==> config.mk <==
export PLATFORM = sky130hd
export DESIGN_NAME = serial_status_reg
export DESIGN_NICKNAME = d
export VERILOG_FILES = /design/src/rtl/ssr_pkg.sv /design/src/rtl/ssr_flag_cell.sv /design/src/rtl/ssr_tx_handoff.sv /design/src/rtl/ssr_ro_follow.sv /design/src/rtl/serial_status_reg.sv
export SDC_FILE = /design/constraint.sdc
export NUM_CORES = 1
export LEC_CHECK = 0
export BUFFER_PORTS_ARGS = -buffer_cell sky130_fd_sc_hd__buf_2
export CORE_UTILIZATION = 37
export DETAILED_ROUTE_END_ITERATION = 6
export GPL_ROUTABILITY_DRIVEN = 1
export GPL_TIMING_DRIVEN = 1
export PLACE_DENSITY = 0.72
export RECOVER_POWER = 100
export SLEW_MARGIN = 25
export SYNTH_ARGS = -nofsm -noshare
export SYNTH_HDL_FRONTEND = slang
export SYNTH_SLANG_ARGS = --single-unit
==> constraint.sdc <==
create_clock -name clk -period 1.2 [get_ports clk]
set_clock_uncertainty 0.05 [all_clocks]
set_input_delay 0 -clock clk [delete_from_list [all_inputs] [get_ports clk]]
set_output_delay 0 -clock clk [all_outputs]
set_load 0.005 [all_outputs]
==> src/rtl/ssr_pkg.sv <==
package ssr_pkg;
   localparam int REG_W      = 8;
   localparam int N_STICKY   = 5;
   localparam int STICKY_LSB = 3;
   // bit positions decoded by software
   localparam int B_TXE   = 7;
   localparam int B_RXF   = 6;
   localparam int B_OVR   = 5;
   localparam int B_FRM   = 4;
   localparam int B_PAR   = 3;
   localparam int B_TEND  = 2;
   localparam int B_RMPB  = 1;
   localparam int B_TMPB  = 0;
   localparam logic [REG_W-1:0] RESET_VALUE = 8'h84;
endpackage

==> src/rtl/ssr_flag_cell.sv <==
module ssr_flag_cell #(
   parameter bit INIT = 1'b0
) (
   input  logic clk,
   input  logic rst_n,
   input  logic standby_i,
   input  logic hw_set_i,
   input  logic force_i,
   input  logic extra_clr_i,
   input  logic rd_i,
   input  logic wr_i,
   input  logic wdata_bit_i,
   output logic flag_o
);
   logic flag_q, arm_q;
   logic set_any, sw_clr;

   assign set_any = hw_set_i | force_i;
   assign sw_clr  = wr_i & ~wdata_bit_i & arm_q;
   assign flag_o  = flag_q;

   always_ff @(posedge clk or negedge rst_n) begin
      if (!rst_n) begin
         flag_q <= INIT;
         arm_q  <= 1'b0;
      end else if (standby_i) begin
         flag_q <= INIT;
         arm_q  <= 1'b0;
      end else begin
         if (set_any)
            flag_q <= 1'b1;
         else if (sw_clr | extra_clr_i)
            flag_q <= 1'b0;

         if (set_any | sw_clr | extra_clr_i)
            arm_q <= 1'b0;
         else if (rd_i & flag_q)
            arm_q <= 1'b1;
      end
   end


   unarmed_hold_chk: assert property (@(posedge clk) disable iff (!rst_n)
      (flag_q && !arm_q && !extra_clr_i && !standby_i) |=> flag_q);

   set_wins_chk: assert property (@(posedge clk) disable iff (!rst_n)
      ((hw_set_i || force_i) && !standby_i) |=> flag_q);

   arm_needs_read_chk: assert property (@(posedge clk) disable iff (!rst_n)
      $rose(arm_q) |-> $past(rd_i && flag_q));
endmodule

==> src/rtl/ssr_tx_handoff.sv <==
module ssr_tx_handoff #(
   parameter int TDR_W = 8
) (
   input  logic             clk,
   input  logic             rst_n,
   input  logic             tdr_wr_i,
   input  logic [TDR_W-1:0] tdr_wdata_i,
   input  logic             tx_en_i,
   input  logic             tsr_idle_i,
   input  logic             txe_i,
   output logic             load_o,
   output logic [TDR_W-1:0] data_o
);
   logic [TDR_W-1:0] tdr_q;

   always_ff @(posedge clk or negedge rst_n) begin
      if (!rst_n)
         tdr_q <= '0;
      else if (tdr_wr_i)
         tdr_q <= tdr_wdata_i;
   end

   assign load_o = tx_en_i & ~txe_i & tsr_idle_i;
   assign data_o = tdr_q;


   load_single_chk: assert property (@(posedge clk) disable iff (!rst_n)
      load_o |=> !load_o);
endmodule

==> src/rtl/ssr_ro_follow.sv <==
module ssr_ro_follow #(
   parameter bit REGISTERED = 1'b1
) (
   input  logic clk,
   input  logic rst_n,
   input  logic standby_i,
   input  logic tx_end_i,
   input  logic rx_mpb_i,
   output logic tend_o,
   output logic rmpb_o
);
   generate
      if (REGISTERED) begin : g_reg
         logic tend_q, rmpb_q;
         always_ff @(posedge clk or negedge rst_n) begin
            if (!rst_n) begin
               tend_q <= 1'b1;
               rmpb_q <= 1'b0;
            end else if (standby_i) begin
               tend_q <= 1'b1;
               rmpb_q <= 1'b0;
            end else begin
               tend_q <= tx_end_i;
               rmpb_q <= rx_mpb_i;
            end
         end
         assign tend_o = tend_q;
         assign rmpb_o = rmpb_q;


         tend_follow_chk: assert property (@(posedge clk) disable iff (!rst_n)
            !standby_i |=> (tend_o == $past(tx_end_i)) && (rmpb_o == $past(rx_mpb_i)));
      end else begin : g_comb
         logic unused_ctl;
         assign unused_ctl = clk ^ rst_n ^ standby_i;
         assign tend_o = tx_end_i;
         assign rmpb_o = rx_mpb_i;
      end
   endgenerate
endmodule

==> src/rtl/serial_status_reg.sv <==
module serial_status_reg
   import ssr_pkg::*;
#(
   parameter int TDR_W       = 8,
   parameter bit RO_REGISTER = 1'b1
) (
   input  logic             clk,
   input  logic             rst_n,
   input  logic             standby_i,
   input  logic             rd_i,
   input  logic             wr_i,
   input  logic [7:0]       wdata_i,
   output logic [7:0]       rdata_o,
   input  logic             tdr_wr_i,
   input  logic [TDR_W-1:0] tdr_wdata_i,
   input  logic             tx_en_i,
   input  logic             tsr_idle_i,
   output logic             tsr_load_o,
   output logic [TDR_W-1:0] tsr_data_o,
   input  logic             rx_full_evt_i,
   input  logic             rx_ovr_evt_i,
   input  logic             rx_frm_evt_i,
   input  logic             rx_par_evt_i,
   input  logic             tx_end_i,
   input  logic             rx_mpb_i,
   output logic             mpbt_o
);
   localparam int TXE_IDX = B_TXE - STICKY_LSB;

   generate
      if (TDR_W < 5 || TDR_W > 9) begin : g_bad_width
         $error("serial_status_reg: TDR_W must be 5 to 9");
      end
      if (REG_W != 8) begin : g_bad_reg
         $error("serial_status_reg: register width must be 8");
      end
   endgenerate

   logic [N_STICKY-1:0] set_v, force_v, xclr_v, flag_v;
   logic tend, rmpb, load;
   logic mpbt_q;
   logic unused_wbits;

   assign unused_wbits = ^wdata_i[B_TEND:B_RMPB];

   assign set_v[B_TXE-STICKY_LSB] = load;
   assign set_v[B_RXF-STICKY_LSB] = rx_full_evt_i;
   assign set_v[B_OVR-STICKY_LSB] = rx_ovr_evt_i;
   assign set_v[B_FRM-STICKY_LSB] = rx_frm_evt_i;
   assign set_v[B_PAR-STICKY_LSB] = rx_par_evt_i;

   generate
      for (genvar i = 0; i < N_STICKY; i++) begin : g_flag
         assign force_v[i] = (i == TXE_IDX) ? ~tx_en_i  : 1'b0;
         assign xclr_v[i]  = (i == TXE_IDX) ? tdr_wr_i  : 1'b0;
         ssr_flag_cell #(.INIT(RESET_VALUE[i+STICKY_LSB])) u_cell (
            .clk         (clk),
            .rst_n       (rst_n),
            .standby_i   (standby_i),
            .hw_set_i    (set_v[i]),
            .force_i     (force_v[i]),
            .extra_clr_i (xclr_v[i]),
            .rd_i        (rd_i),
            .wr_i        (wr_i),
            .wdata_bit_i (wdata_i[i+STICKY_LSB]),
            .flag_o      (flag_v[i])
         );
      end
   endgenerate

   ssr_tx_handoff #(.TDR_W(TDR_W)) u_tx (
      .clk         (clk),
      .rst_n       (rst_n),
      .tdr_wr_i    (tdr_wr_i),
      .tdr_wdata_i (tdr_wdata_i),
      .tx_en_i     (tx_en_i),
      .tsr_idle_i  (tsr_idle_i),
      .txe_i       (flag_v[TXE_IDX]),
      .load_o      (load),
      .data_o      (tsr_data_o)
   );

   ssr_ro_follow #(.REGISTERED(RO_REGISTER)) u_ro (
      .clk       (clk),
      .rst_n     (rst_n),
      .standby_i (standby_i),
      .tx_end_i  (tx_end_i),
      .rx_mpb_i  (rx_mpb_i),
      .tend_o    (tend),
      .rmpb_o    (rmpb)
   );

   always_ff @(posedge clk or negedge rst_n) begin
      if (!rst_n)
         mpbt_q <= RESET_VALUE[B_TMPB];
      else if (standby_i)
         mpbt_q <= RESET_VALUE[B_TMPB];
      else if (wr_i)
         mpbt_q <= wdata_i[B_TMPB];
   end

   assign tsr_load_o = load;
   assign mpbt_o     = mpbt_q;
   assign rdata_o    = {flag_v, tend, rmpb, mpbt_q};


   txoff_empty_chk: assert property (@(posedge clk) disable iff (!rst_n)
      !tx_en_i |=> rdata_o[B_TXE]);

   load_sets_empty_chk: assert property (@(posedge clk) disable iff (!rst_n)
      (tsr_load_o && !standby_i) |=> rdata_o[B_TXE]);

   load_needs_ready_chk: assert property (@(posedge clk) disable iff (!rst_n)
      tsr_load_o |-> (tx_en_i && tsr_idle_i));

   standby_value_chk: assert property (@(posedge clk) disable iff (!rst_n)
      standby_i |=> (rdata_o == RESET_VALUE));
endmodule

# Word level (Yosys, flattened, before mapping)
# Index checks and enable logic that the tools add are counted.
# Widths: inputs -> output; s select.
[totals] ff_bits=21 latch_bits=0 mem_bits_rw=0 mem_bits_ro=0 in_bits=30 wordCells=91 n_memories=0
[op_classes] add_sub_neg=0 multipliers=0 div_mod_pow=0 order_cmp=0 eq_ne=0 shift=0 mux=34 bitwise=32 n_reduce_logical=11
[op_table] cell="$mux 1" n=34
[op_table] cell="$reduce_bool 3->1" n=10
[op_table] cell="$and 1x1->1" n=17
[op_table] cell="$or 1x1->1" n=8
[op_table] cell="$not 1->1" n=7
[op_table] cell="$reduce_bool 2->1" n=1

# Depth between registers and ports, before layout
# Gate-level depths: netlist of run 1.
[depth] depth_word=8 ltp_mapped=4 mapped_depth_nobuf=3

# Hierarchy
# A second synthesis of run 1 with hierarchy kept.
[hier_totals] cells_unflattened=89 hier_area_um2=1113.6
[by_module_without_submodules] module="ssr_flag_cell (g_flag[0].u_cell ...)" instances=4 cells_each=12 area_each_um2=132.6
[by_module_without_submodules] module="ssr_tx_handoff" instances=1 cells_each=18 area_each_um2=340.3
[by_module_without_submodules] module="ssr_flag_cell (g_flag[4].u_cell)" instances=1 cells_each=11 area_each_um2=107.6
[by_module_without_submodules] module="serial_status_reg" instances=1 cells_each=8 area_each_um2=68.8
[by_module_without_submodules] module="ssr_ro_follow" instances=1 cells_each=4 area_each_um2=66.3

# Worst setup path before layout of run 1
# OpenSTA, ideal clock, no wires.
[synth_path] path_type="reg2reg" from="register g_flag[4].u_cell.flag_q" to="register g_flag[4].u_cell.arm_q" setup_time_ns=0.094 t_arrival_ns=0.786 t_required_ns=1.056 slack_ns=0.270 path_stages_with_launch=3 synth_period_minus_slack_ns=0.930 path_cell_list="dfstp_2 a21oi_1 nor4b_4"
[synth_via] elab_chain_cells=8 elab_cells_between_ends=10
[synth_lines] element="from (decl)" line="ssr_flag_cell.sv:15" source="logic flag_q, arm_q;"
[synth_lines] element="from (signal assigned)" line="ssr_flag_cell.sv:24" source="flag_q <= INIT;"
[synth_lines] element="from (signal assigned)" line="ssr_flag_cell.sv:27" source="flag_q <= INIT;"
[synth_lines] element="from (signal assigned)" line="ssr_flag_cell.sv:31" source="flag_q <= 1'b1;"
[synth_lines] element="$not 1->1" line="ssr_tx_handoff.sv:23" source="assign load_o = tx_en_i & ~txe_i & tsr_idle_i;"
[synth_lines] element="$and 1x1->1 (2 in a row)" line="ssr_tx_handoff.sv:23"
[synth_lines] element="$or 1x1->1" line="ssr_flag_cell.sv:18" source="assign set_any = hw_set_i | force_i;"
[synth_lines] element="$or 1x1->1 (2 in a row)" line="ssr_flag_cell.sv:35" source="if (set_any | sw_clr | extra_clr_i)"
[synth_lines] element="$mux 1" line="ssr_flag_cell.sv:35"
[synth_lines] element="$mux 1" line="ssr_flag_cell.sv:26" source="end else if (standby_i) begin"
[synth_lines] element="to (signal assigned)" line="ssr_flag_cell.sv:25" source="arm_q <= 1'b0;"
[synth_lines] element="to (signal assigned)" line="ssr_flag_cell.sv:28" source="arm_q <= 1'b0;"
[synth_lines] element="to (signal assigned)" line="ssr_flag_cell.sv:36" source="arm_q <= 1'b0;"
[synth_lines] element="to (decl)" line="ssr_flag_cell.sv:15"
# Parallel ways exist; a longest one is shown, timed or not.
# A chain may end at the register's enable or synchronous reset.

# Worst setup path in the final report of run 1
[layout_path] from="register g_flag[4].u_cell.flag_q" to="output tsr_load_o"
[layout_via] elab_chain_cells=3
[layout_lines] element="$not 1->1" line="ssr_tx_handoff.sv:23"
[layout_lines] element="$and 1x1->1 (2 in a row)" line="ssr_tx_handoff.sv:23"
[layout_lines] element="to (decl)" line="serial_status_reg.sv:18" source="output logic tsr_load_o,"
# Every way passes these cells.

==> flow_summary_export.csv, run 1 <==
group,metric,value,unit
run_status,status,"finished with violations",
run_status,violations,"negative hold slack",
power_and_ir_drop,combinationalPowerShare,0.182,
global_route,grt_pass1_vias,823,
placed_design,gp_congestion,0.648,
power_and_ir_drop,power_switching,0.000344,W
global_route,grt_antenna_before_repair,0,
cts,numClockSinks,21,
cells_and_area,final_area,0.00139,mm2
power_and_ir_drop,p_seq_frac,0.574,
cells_and_area,fin_nets,171,
cells_and_area,layout-drive-gt1-share,0.307,
sta,tightest_slew,0.506,ns
sta,fin_hold_ws,-0.00950,ns
synthesis,syn_nets,109,
power_and_ir_drop,swShare,0.251,
global_route,grt_max_degree,22,
sta,rsz0062_at_grt,"no",
synthesis,syn_area,0.00100,mm2
sta,tns,0,ns
sta,hold_viol,1,
cts,root_buffer,"clkbuf_4",
synthesis,synth_seq_area_share,0.527,
power_and_ir_drop,p_per_area,989,mW/mm2
cts,cts_tree,"built",
routing,routed_wl,2150,um
critical_path,worstPathRequired,1.15,ns
sta,relSlewSlack,0.663,
routing,wire_per_inst,12.6,um
global_route,grt_pass1_wl,3430,um
floorplan,io_pins,48,
power_and_ir_drop,peakVddDrop,603,uV
synthesis,synthDistinctLibCells,22,
critical_path,crit_arrival,1.02,ns
synthesis,synth_cells,79,
critical_path,critPathLaunchType,"register",
floorplan,die_w,54.0,um
floorplan,rows,18,
sta,drv_slew,0,
placed_design,post_dp_cell_area,0.00118,mm2
routing,vias_per_cell,4.81,
floorplan,start_util,0.397,
cells_and_area,area_delta_synth_final,38.2,%
cts,clock_path_buffers,2,
routing,final_antenna_net_count,0,
floorplan,coreArea,0.00252,mm2
routing,dr.pass1.iters,4,
routing,vias,817,
synthesis,yosys_warnings,0,
critical_path,crit_path_max_fanout,5,
cts,cts_setup_buffers,0,
routing,drtIter0Drc,14,
global_route,grt_overflow_total,0,
sta,clock.fmax,0.932,GHz
critical_path,path_class,"register to primary output",
floorplan,die_area,0.00292,mm2
cts,cts_buffers,3,
sta,setup_viol,0,
sta,fin_crit,1.07,ns
power_and_ir_drop,leakage,0.628,nW
placed_design,io_buffers,45,
cts,clk_pin_slew,0.11,ns
cells_and_area,n_fill_cell,232,
power_and_ir_drop,internal_power,0.00103,W
sta,min_period_over_period,0.894,
routing,drc,0,
worst_hold_path,min_path_type,"input port to register",
power_and_ir_drop,clockPowerShare,0.244,
placed_design,hpwl,1480,um
cts,clkLatencyLatePin,0.30,ns
floorplan,die_h,54.0,um
job,drv_cap,0,
global_route,grt.total_usage,0.166,
synthesis,synth-seq-cells,21,
cells_and_area,diodes,0,
cts,h-tree-depth,1,
synthesis,syn_area_per_cell,12.7,um2
critical_path,critPathCaptureType,"primary output",
synthesized netlist by cell type (all sizes together):
cell | n | area share
nor4b | 1 | 0.024
nand2 | 1 | 0.0037
or2 | 1 | 0.0062
dfrtp | 19 | 0.47
buf | 11 | 0.087
mux2i | 1 | 0.010
o21ai | 5 | 0.029
dfstp | 2 | 0.052
clkinv | 1 | 0.0050
inv | 1 | 0.0037
o211ai | 1 | 0.0075
a211oi | 4 | 0.035
nor2b | 2 | 0.020
a21oi | 5 | 0.025
nor2 | 6 | 0.022
mux2 | 8 | 0.12
nand3b | 10 | 0.075
timing repair:
| item | in CTS | in global routing |
|---|---|---|
| gates resized for setup | 0 | 0 |
| hold buffers | 23 | 0 |
| endpoints found under the hold margin | 41 | 0 |
worst max-delay path, cell delays in order (launching register included):
cell,delay (ns)
dfstp_2,0.58
nor2_1,0.05
clkbuf_1,0.10
per-layer routing:
metal  share of wire  wire length (um)  up-vias  global-route usage
met3           0.043                93        2              0.0254
met1            0.45               962      392               0.208
met2            0.50              1080       30               0.290
met5               0                 0        -                   0
met4          0.0061                13        0              0.0513
li1                -                 -      393                   -
power groups by stage:
stage,registers (W),logic [W],clock network (W)
detailed placement,0.000798,0.000229,0
global placement,0.000796,0.000221,0
global route,0.000793,0.000279,0.000386
CTS,0.000787,0.000285,0.000344
floorplan,0.000799,0.000132,0
finish,0.000787,0.000250,0.000334
sequential cells by signal, summed over array words and instances, names as in the netlist:
signal,count
g_flag.u_cell.arm_q,5
u_tx.data_o,8
u_ro.tend_o,1
g_flag.u_cell.flag_o,5
mpbt_o,1
u_ro.rmpb_o,1
cell families (layout without fill, tap and decap cells):
| logic type | count (synthesis) | count (layout) | share of synthesized area |
|---|---|---|---|
| flops | 21 | 21 | 0.527 |
| mux | 9 | 9 | 0.130 |
| buf+inv | 13 | 74 | 0.0961 |
| compound gates | 15 | 15 | 0.0961 |
| simple gates | 21 | 21 | 0.151 |
cell type report:
cell class | count | area (um2) | share of cell area
inverter | 2 | 8.76 | 0.00632
timing repair buffer | 68 | 440 | 0.318
multi-input combinational | 45 | 343 | 0.248
sequential | 21 | 528 | 0.381
clock inverter | 1 | 5.00 | 0.00361
tap | 30 | 37.5 | 0.0271
clock buffer | 3 | 22.5 | 0.0163
path summary, 6_finish.rpt:
| path | slack, ns | from | to | depth (start not counted) |
|---|---|---|---|---|
| setup / recovery | 0.13 | g_flag[4].u_cell.flag_o | tsr_load_o | 2 |
| hold / removal | -0.009 | tdr_wr_i | g_flag[4].u_cell.arm_q | 2 |
| setup reg to reg | 0.20 | g_flag[4].u_cell.flag_o | g_flag[4].u_cell.arm_q | 2 |
| hold reg to reg | 0.46 | u_tx.data_o[5] | u_tx.data_o[5] | 1 |
| max in group asynchronous | 0.58 | rst_n | g_flag[4].u_cell.flag_o | 2 |
| min in group asynchronous | 0.15 | rst_n | u_tx.data_o[6] | 2 |
layout by cell type (no fill, tap or decap):
| master | n |
|---|---|
| buf_2 | 32 |
| nand2_1 | 1 |
| nor4b_4 | 1 |
| clkbuf_2 | 1 |
| inv_1 | 1 |
| clkinv_2 | 2 |
| mux2_1 | 8 |
| nor2b_4 | 1 |
| nand3b_1 | 10 |
| dlygate4sd3_1 | 23 |
| nor2b_1 | 1 |
| a21oi_1 | 5 |
| o21ai_1 | 4 |
| a211oi_1 | 4 |
| dfstp_2 | 2 |
| clkbuf_1 | 12 |
| mux2i_1 | 1 |
| o21ai_2 | 1 |
| or2_1 | 1 |
| clkbuf_4 | 3 |
| o211ai_1 | 1 |
| dfrtp_1 | 19 |
| nor2_1 | 6 |
metrics by stage:
step,setup slack (ns),utilization,hold WS (ns),total power [W],cells
after floorplan,0.270,-,-0.346,0.000931,79
after global placement,0.256,0.467,-0.0749,0.00102,143
after detailed placement,0.221,0.467,-0.0718,0.00103,143
after CTS,0.0974,0.569,0.00397,0.00142,170
after global routing,0.0740,0.549,0.0000249,0.00146,170
final,0.127,0.549,-0.00950,0.00137,170
Note: power is estimated with default switching activity, not from simulation.
==> run 2: changes to the inputs <==
==> constraint.sdc (replaced) <==
create_clock -name clk -period 1.2 [get_ports clk]
set_clock_uncertainty 0.05 [all_clocks]
set_input_delay 0.3 -clock clk [delete_from_list [all_inputs] [get_ports clk]]
set_output_delay 0.3 -clock clk [all_outputs]
set_load 0.005 [all_outputs]
==> flow_summary_export.csv, run 2 (synthesized netlist as in run 1, its figures left out) <==
group,metric,value,unit
power_and_ir_drop,p_seq_frac,0.565,
global_route,grt_max_degree,22,
power_and_ir_drop,peakVddDrop,660,uV
critical_path,cp-startpoint,"g_flag[4].u_cell.flag_o",
cts,cts_tree,"built",
placed_design,io_buffers,45,
critical_path,crit_path_max_fanout,3,
cells_and_area,final_cell_mix,"buf_2, dfrtp_1, clkbuf_4",
sta,relSlewSlack,0.655,
cells_and_area,layout-drive-gt1-share,0.542,
sta,min_period_over_period,1.12,
critical_path,critPathCaptureType,"primary output",
placed_design,hpwl,1500,um
floorplan,die_w,54.0,um
cells_and_area,fin_util,0.515,
routing,wire_per_inst,12.7,um
power_and_ir_drop,clockPowerShare,0.237,
cells_and_area,n_fill_cell,240,
cells_and_area,area_delta_synth_final,29.7,%
cts,h-tree-depth,1,
cts,root_buffer,"clkbuf_4",
critical_path,path_class,"register to primary output",
routing,drtIter0Drc,11,
sta,tightest_slew,0.517,ns
cts,clk_pin_slew,0.11,ns
sta,tns,-0.319,ns
placed_design,pre_cts_slack,0.0997,ns
power_and_ir_drop,power_switching,0.000338,W
run_status,violations,"negative setup slack",
floorplan,rows,18,
power_and_ir_drop,internal_power,0.00105,W
routing,dr.pass1.iters,4,
job,drv_cap,0,
global_route,grt.total_usage,0.156,
placed_design,gp_congestion,0.648,
critical_path,critPathLaunchType,"register",
power_and_ir_drop,p_per_area,1070,mW/mm2
sta,fin_crit,1.34,ns
global_route,grt_antenna_before_repair,0,
floorplan,coreArea,0.00252,mm2
cts,numClockSinks,21,
floorplan,io_pins,48,
worst_hold_path,min_path_type,"input port to register",
sta,worst_slack,-0.143,ns
critical_path,crit_arrival,0.99,ns
power_and_ir_drop,swShare,0.243,
cells_and_area,fin_nets,162,
cells_and_area,layout_commonest_cell,"buf_2",
routing,vias,772,
critical_path,worstPathRequired,0.85,ns
power_and_ir_drop,leakage,0.654,nW
sta,hold_viol,0,
global_route,grt_pass1_wl,3130,um
floorplan,start_util,0.397,
global_route,grt_pass1_vias,751,
routing,final_antenna_net_count,0,
sta,setup_viol,3,
sta,clock.fmax,0.745,GHz
cells_and_area,diodes,0,
power_and_ir_drop,combinationalPowerShare,0.197,
cts,clkLatencyLatePin,0.29,ns
worst_hold_path,min_from,"rx_ovr_evt_i",
run_status,status,"finished with violations",
cts,clock_path_buffers,2,
sta,rsz0062_at_grt,"yes",
sta,drv_slew,0,
routing,drc,0,
cts,cts_buffers,3,
global_route,grt_overflow_total,0,
floorplan,die_h,54.0,um
critical_path,regToRegStartpoint,"g_flag[3].u_cell.flag_o",
routing,routed_wl,2040,um
floorplan,die_area,0.00292,mm2
cells_and_area,largest_reg_flops,8,
routing,vias_per_cell,4.80,
==> run 2: worst max-delay path, stage by stage, from the launching register on <==
cell and delay (ns):
dfstp_2 0.55, nor2_1 0.04, buf_2 0.11
==> run 2: final timing paths <==
| path | to | slack, ns | depth (start not counted) |
|---|---|---|---|
| min in group asynchronous | u_tx.data_o[2] | 0.44 | 2 |
| max reg2reg | g_flag[3].u_cell.arm_q | 0.10 | 4 |
| min reg2reg | u_tx.data_o[4] | 0.47 | 1 |
| min | g_flag[2].u_cell.arm_q | 0.11 | 2 |
| max in group asynchronous | g_flag[4].u_cell.flag_o | 0.30 | 2 |
| max | tsr_load_o | -0.14 | 2 |
==> run 2: layout make-up <==
type | instances | area [um2] | share of cell area
multi-input combinational | 45 | 369 | 0.284
inverter | 2 | 8.76 | 0.00674
sequential | 21 | 528 | 0.406
timing repair buffer | 59 | 330 | 0.254
clock buffer | 4 | 26.3 | 0.0202
tap | 30 | 37.5 | 0.0289
==> run 2: power by group through the flow <==
stage               clock, W  combinational (W)  sequential [W]
floorplan                  0           0.000132        0.000799
global placement           0           0.000223        0.000797
detailed placement         0           0.000233        0.000798
CTS                 0.000342           0.000245        0.000785
global route        0.000381           0.000300        0.000790
finish              0.000329           0.000274        0.000784
==> run 2: repair_timing <==
| action | CTS | global route |
|---|---|---|
| pin swaps | 1 | 0 |
| hold endpoints to repair | 19 | 0 |
| resized for setup | 0 | 1 |
| setup buffers | 3 | 9 |
| cloned | 0 | 0 |
| hold buffers | 1 | 0 |
| setup endpoints to repair | 5 | 17 |
==> run 2: layer usage <==
| metal | vias up | part of all wire | global-route usage |
|---|---|---|---|
| li1 | 373 | - | - |
| met1 | 365 | 0.41 | 0.187 |
| met2 | 32 | 0.52 | 0.263 |
| met3 | 2 | 0.066 | 0.0311 |
| met4 | 0 | 0.0054 | 0.0769 |
| met5 | - | 0 | 0 |
==> run 2: per-stage QoR <==
stage | area (um2) | hold slack, ns | instances | total power, W
2_1_floorplan | 1000 | -0.0456 | 79 | 0.000931
3_3_place_gp | 1180 | 0.221 | 144 | 0.00102
3_5_place_dp | 1180 | 0.228 | 144 | 0.00103
4_1_cts | 1240 | 0.100 | 152 | 0.00137
5_1_grt | 1300 | 0.0931 | 161 | 0.00147
6_report | 1300 | 0.110 | 161 | 0.00139
==> run 3: changes to the inputs <==
- CTS_BUF_LIST: not set -> sky130_fd_sc_hd__clkbuf_4 sky130_fd_sc_hd__clkbuf_8 sky130_fd_sc_hd__clkbuf_16
==> flow_summary_export.csv, run 3 (synthesized netlist as in run 1, its figures left out) <==
group,metric,value,unit
run_status,status,"finished with violations",
run_status,violations,"negative setup slack",
sta,tns,-0.323,ns
cts,root_buffer,"clkbuf_4",
global_route,grt_overflow_total,0,
critical_path,crit_arrival,0.99,ns
floorplan,io_pins,48,
sta,worst_slack,-0.144,ns
sta,fin_crit,1.34,ns
power_and_ir_drop,power,0.00141,W
worst_hold_path,min_path_type,"input port to register",
cells_and_area,final_cell_mix,"buf_2, dfrtp_1, clkbuf_4",
floorplan,die_w,54.0,um
sta,drv_slew,0,
floorplan,coreArea,0.00252,mm2
cells_and_area,layout_commonest_cell,"buf_2",
routing,dr.pass1.iters,4,
cells_and_area,fin_util,0.517,
critical_path,regToRegStartpoint,"g_flag[3].u_cell.flag_o",
sta,min_period_over_period,1.12,
critical_path,critPathCaptureType,"primary output",
cts,cts_tree,"built",
cts,cts_buffers,3,
placed_design,io_buffers,45,
sta,hold_viol,0,
sta,clock.fmax,0.744,GHz
sta,rsz0062_at_grt,"yes",
critical_path,worstPathRequired,0.85,ns
routing,wire_per_inst,12.7,um
placed_design,hpwl,1500,um
global_route,grt_pass1_wl,3130,um
placed_design,gp_congestion,0.648,
sta,tightest_slew,0.523,ns
routing,final_antenna_net_count,0,
critical_path,critPathLaunchType,"register",
floorplan,rows,18,
cts,numClockSinks,21,
power_and_ir_drop,peakVddDrop,660,uV
worst_hold_path,min_from,"rx_ovr_evt_i",
sta,setup_viol,3,
sta,relSlewSlack,0.651,
power_and_ir_drop,p_per_area,1080,mW/mm2
critical_path,crit_path_max_fanout,3,
routing,routed_wl,2040,um
routing,drtIter0Drc,11,
cells_and_area,fin_nets,162,
critical_path,cp-startpoint,"g_flag[4].u_cell.flag_o",
cts,clock_path_buffers,2,
critical_path,path_class,"register to primary output",
cts,clkLatencyLatePin,0.30,ns
routing,vias,769,
cells_and_area,diodes,0,
global_route,grt_antenna_before_repair,0,
floorplan,start_util,0.397,
job,drv_cap,0,
global_route,grt.total_usage,0.156,
cells_and_area,fin_cells,161,
routing,drc,0,
sta,fin_hold_ws,0.108,ns
cells_and_area,area_delta_synth_final,30.1,%
floorplan,die_h,54.0,um
cts,clk_pin_slew,0.11,ns
floorplan,die_area,0.00292,mm2
placed_design,dp_cells,144,
cells_and_area,layout-drive-gt1-share,0.550,
cells_and_area,n_fill_cell,241,
routing,vias_per_cell,4.78,
cells_and_area,largest_reg_flops,8,
cts,h-tree-depth,1,
global_route,grt_max_degree,22,
power_and_ir_drop,leakage,0.658,nW
global_route,grt_pass1_vias,751,
run 3: critical path, stage by stage, from the launching register on:
cell     delay, ns
dfstp_2       0.55
nor2_1        0.04
buf_2         0.11
run 3: stage by stage:
| step | setup WS (ns) | area, um2 |
|---|---|---|
| global placement | 0.127 | 1180 |
| finish | -0.144 | 1300 |
| floorplan | 0.213 | 1000 |
| detailed placement | 0.0997 | 1180 |
| CTS | -0.159 | 1250 |
| global route | -0.205 | 1300 |
run 3: area by class of cell:
cell class / instances / area, um2 / share of cell area
flip-flops and latches: 21 / 528 / 0.405
inverters: 2 / 8.76 / 0.00672
clock buffers: 4 / 30.0 / 0.0230
multi-input cells: 45 / 369 / 0.283
repair buffers: 59 / 330 / 0.253
well taps: 30 / 37.5 / 0.0288
run 3: worst paths after layout:
check | slack (ns) | cells after the start | endpoint
min in group asynchronous | 0.44 | 2 | u_tx.data_o[2]
worst min register to register | 0.47 | 1 | u_tx.data_o[4]
worst max register to register | 0.09 | 4 | g_flag[3].u_cell.arm_q
worst min-delay path | 0.11 | 2 | g_flag[2].u_cell.arm_q
worst max-delay path | -0.14 | 2 | tsr_load_o
max in group asynchronous | 0.30 | 2 | g_flag[4].u_cell.flag_o
run 3: metal layers:
| metal | GRT usage | wire, um | vias to the layer above |
|---|---|---|---|
| li1 | - | - | 371 |
| met1 | 0.187 | 834 | 362 |
| met2 | 0.263 | 1060 | 34 |
| met3 | 0.0311 | 137 | 2 |
| met4 | 0.0769 | 11 | 0 |
| met5 | 0 | 0 | - |
run 3: what timing repair did:
item	CTS	global route
gates resized for setup	0	1
pin swaps	1	0
endpoints found under the hold margin	19	0
endpoints found under the setup margin	5	17
hold buffers	1	0
buffers inserted	3	9
run 3: power by group:
part / switching, W / total (W) / internal (W)
clock: 0.000201 / 0.000353 / 0.000152
sequential: 0.0000266 / 0.000784 / 0.000758
combinational: 0.000111 / 0.000273 / 0.000162
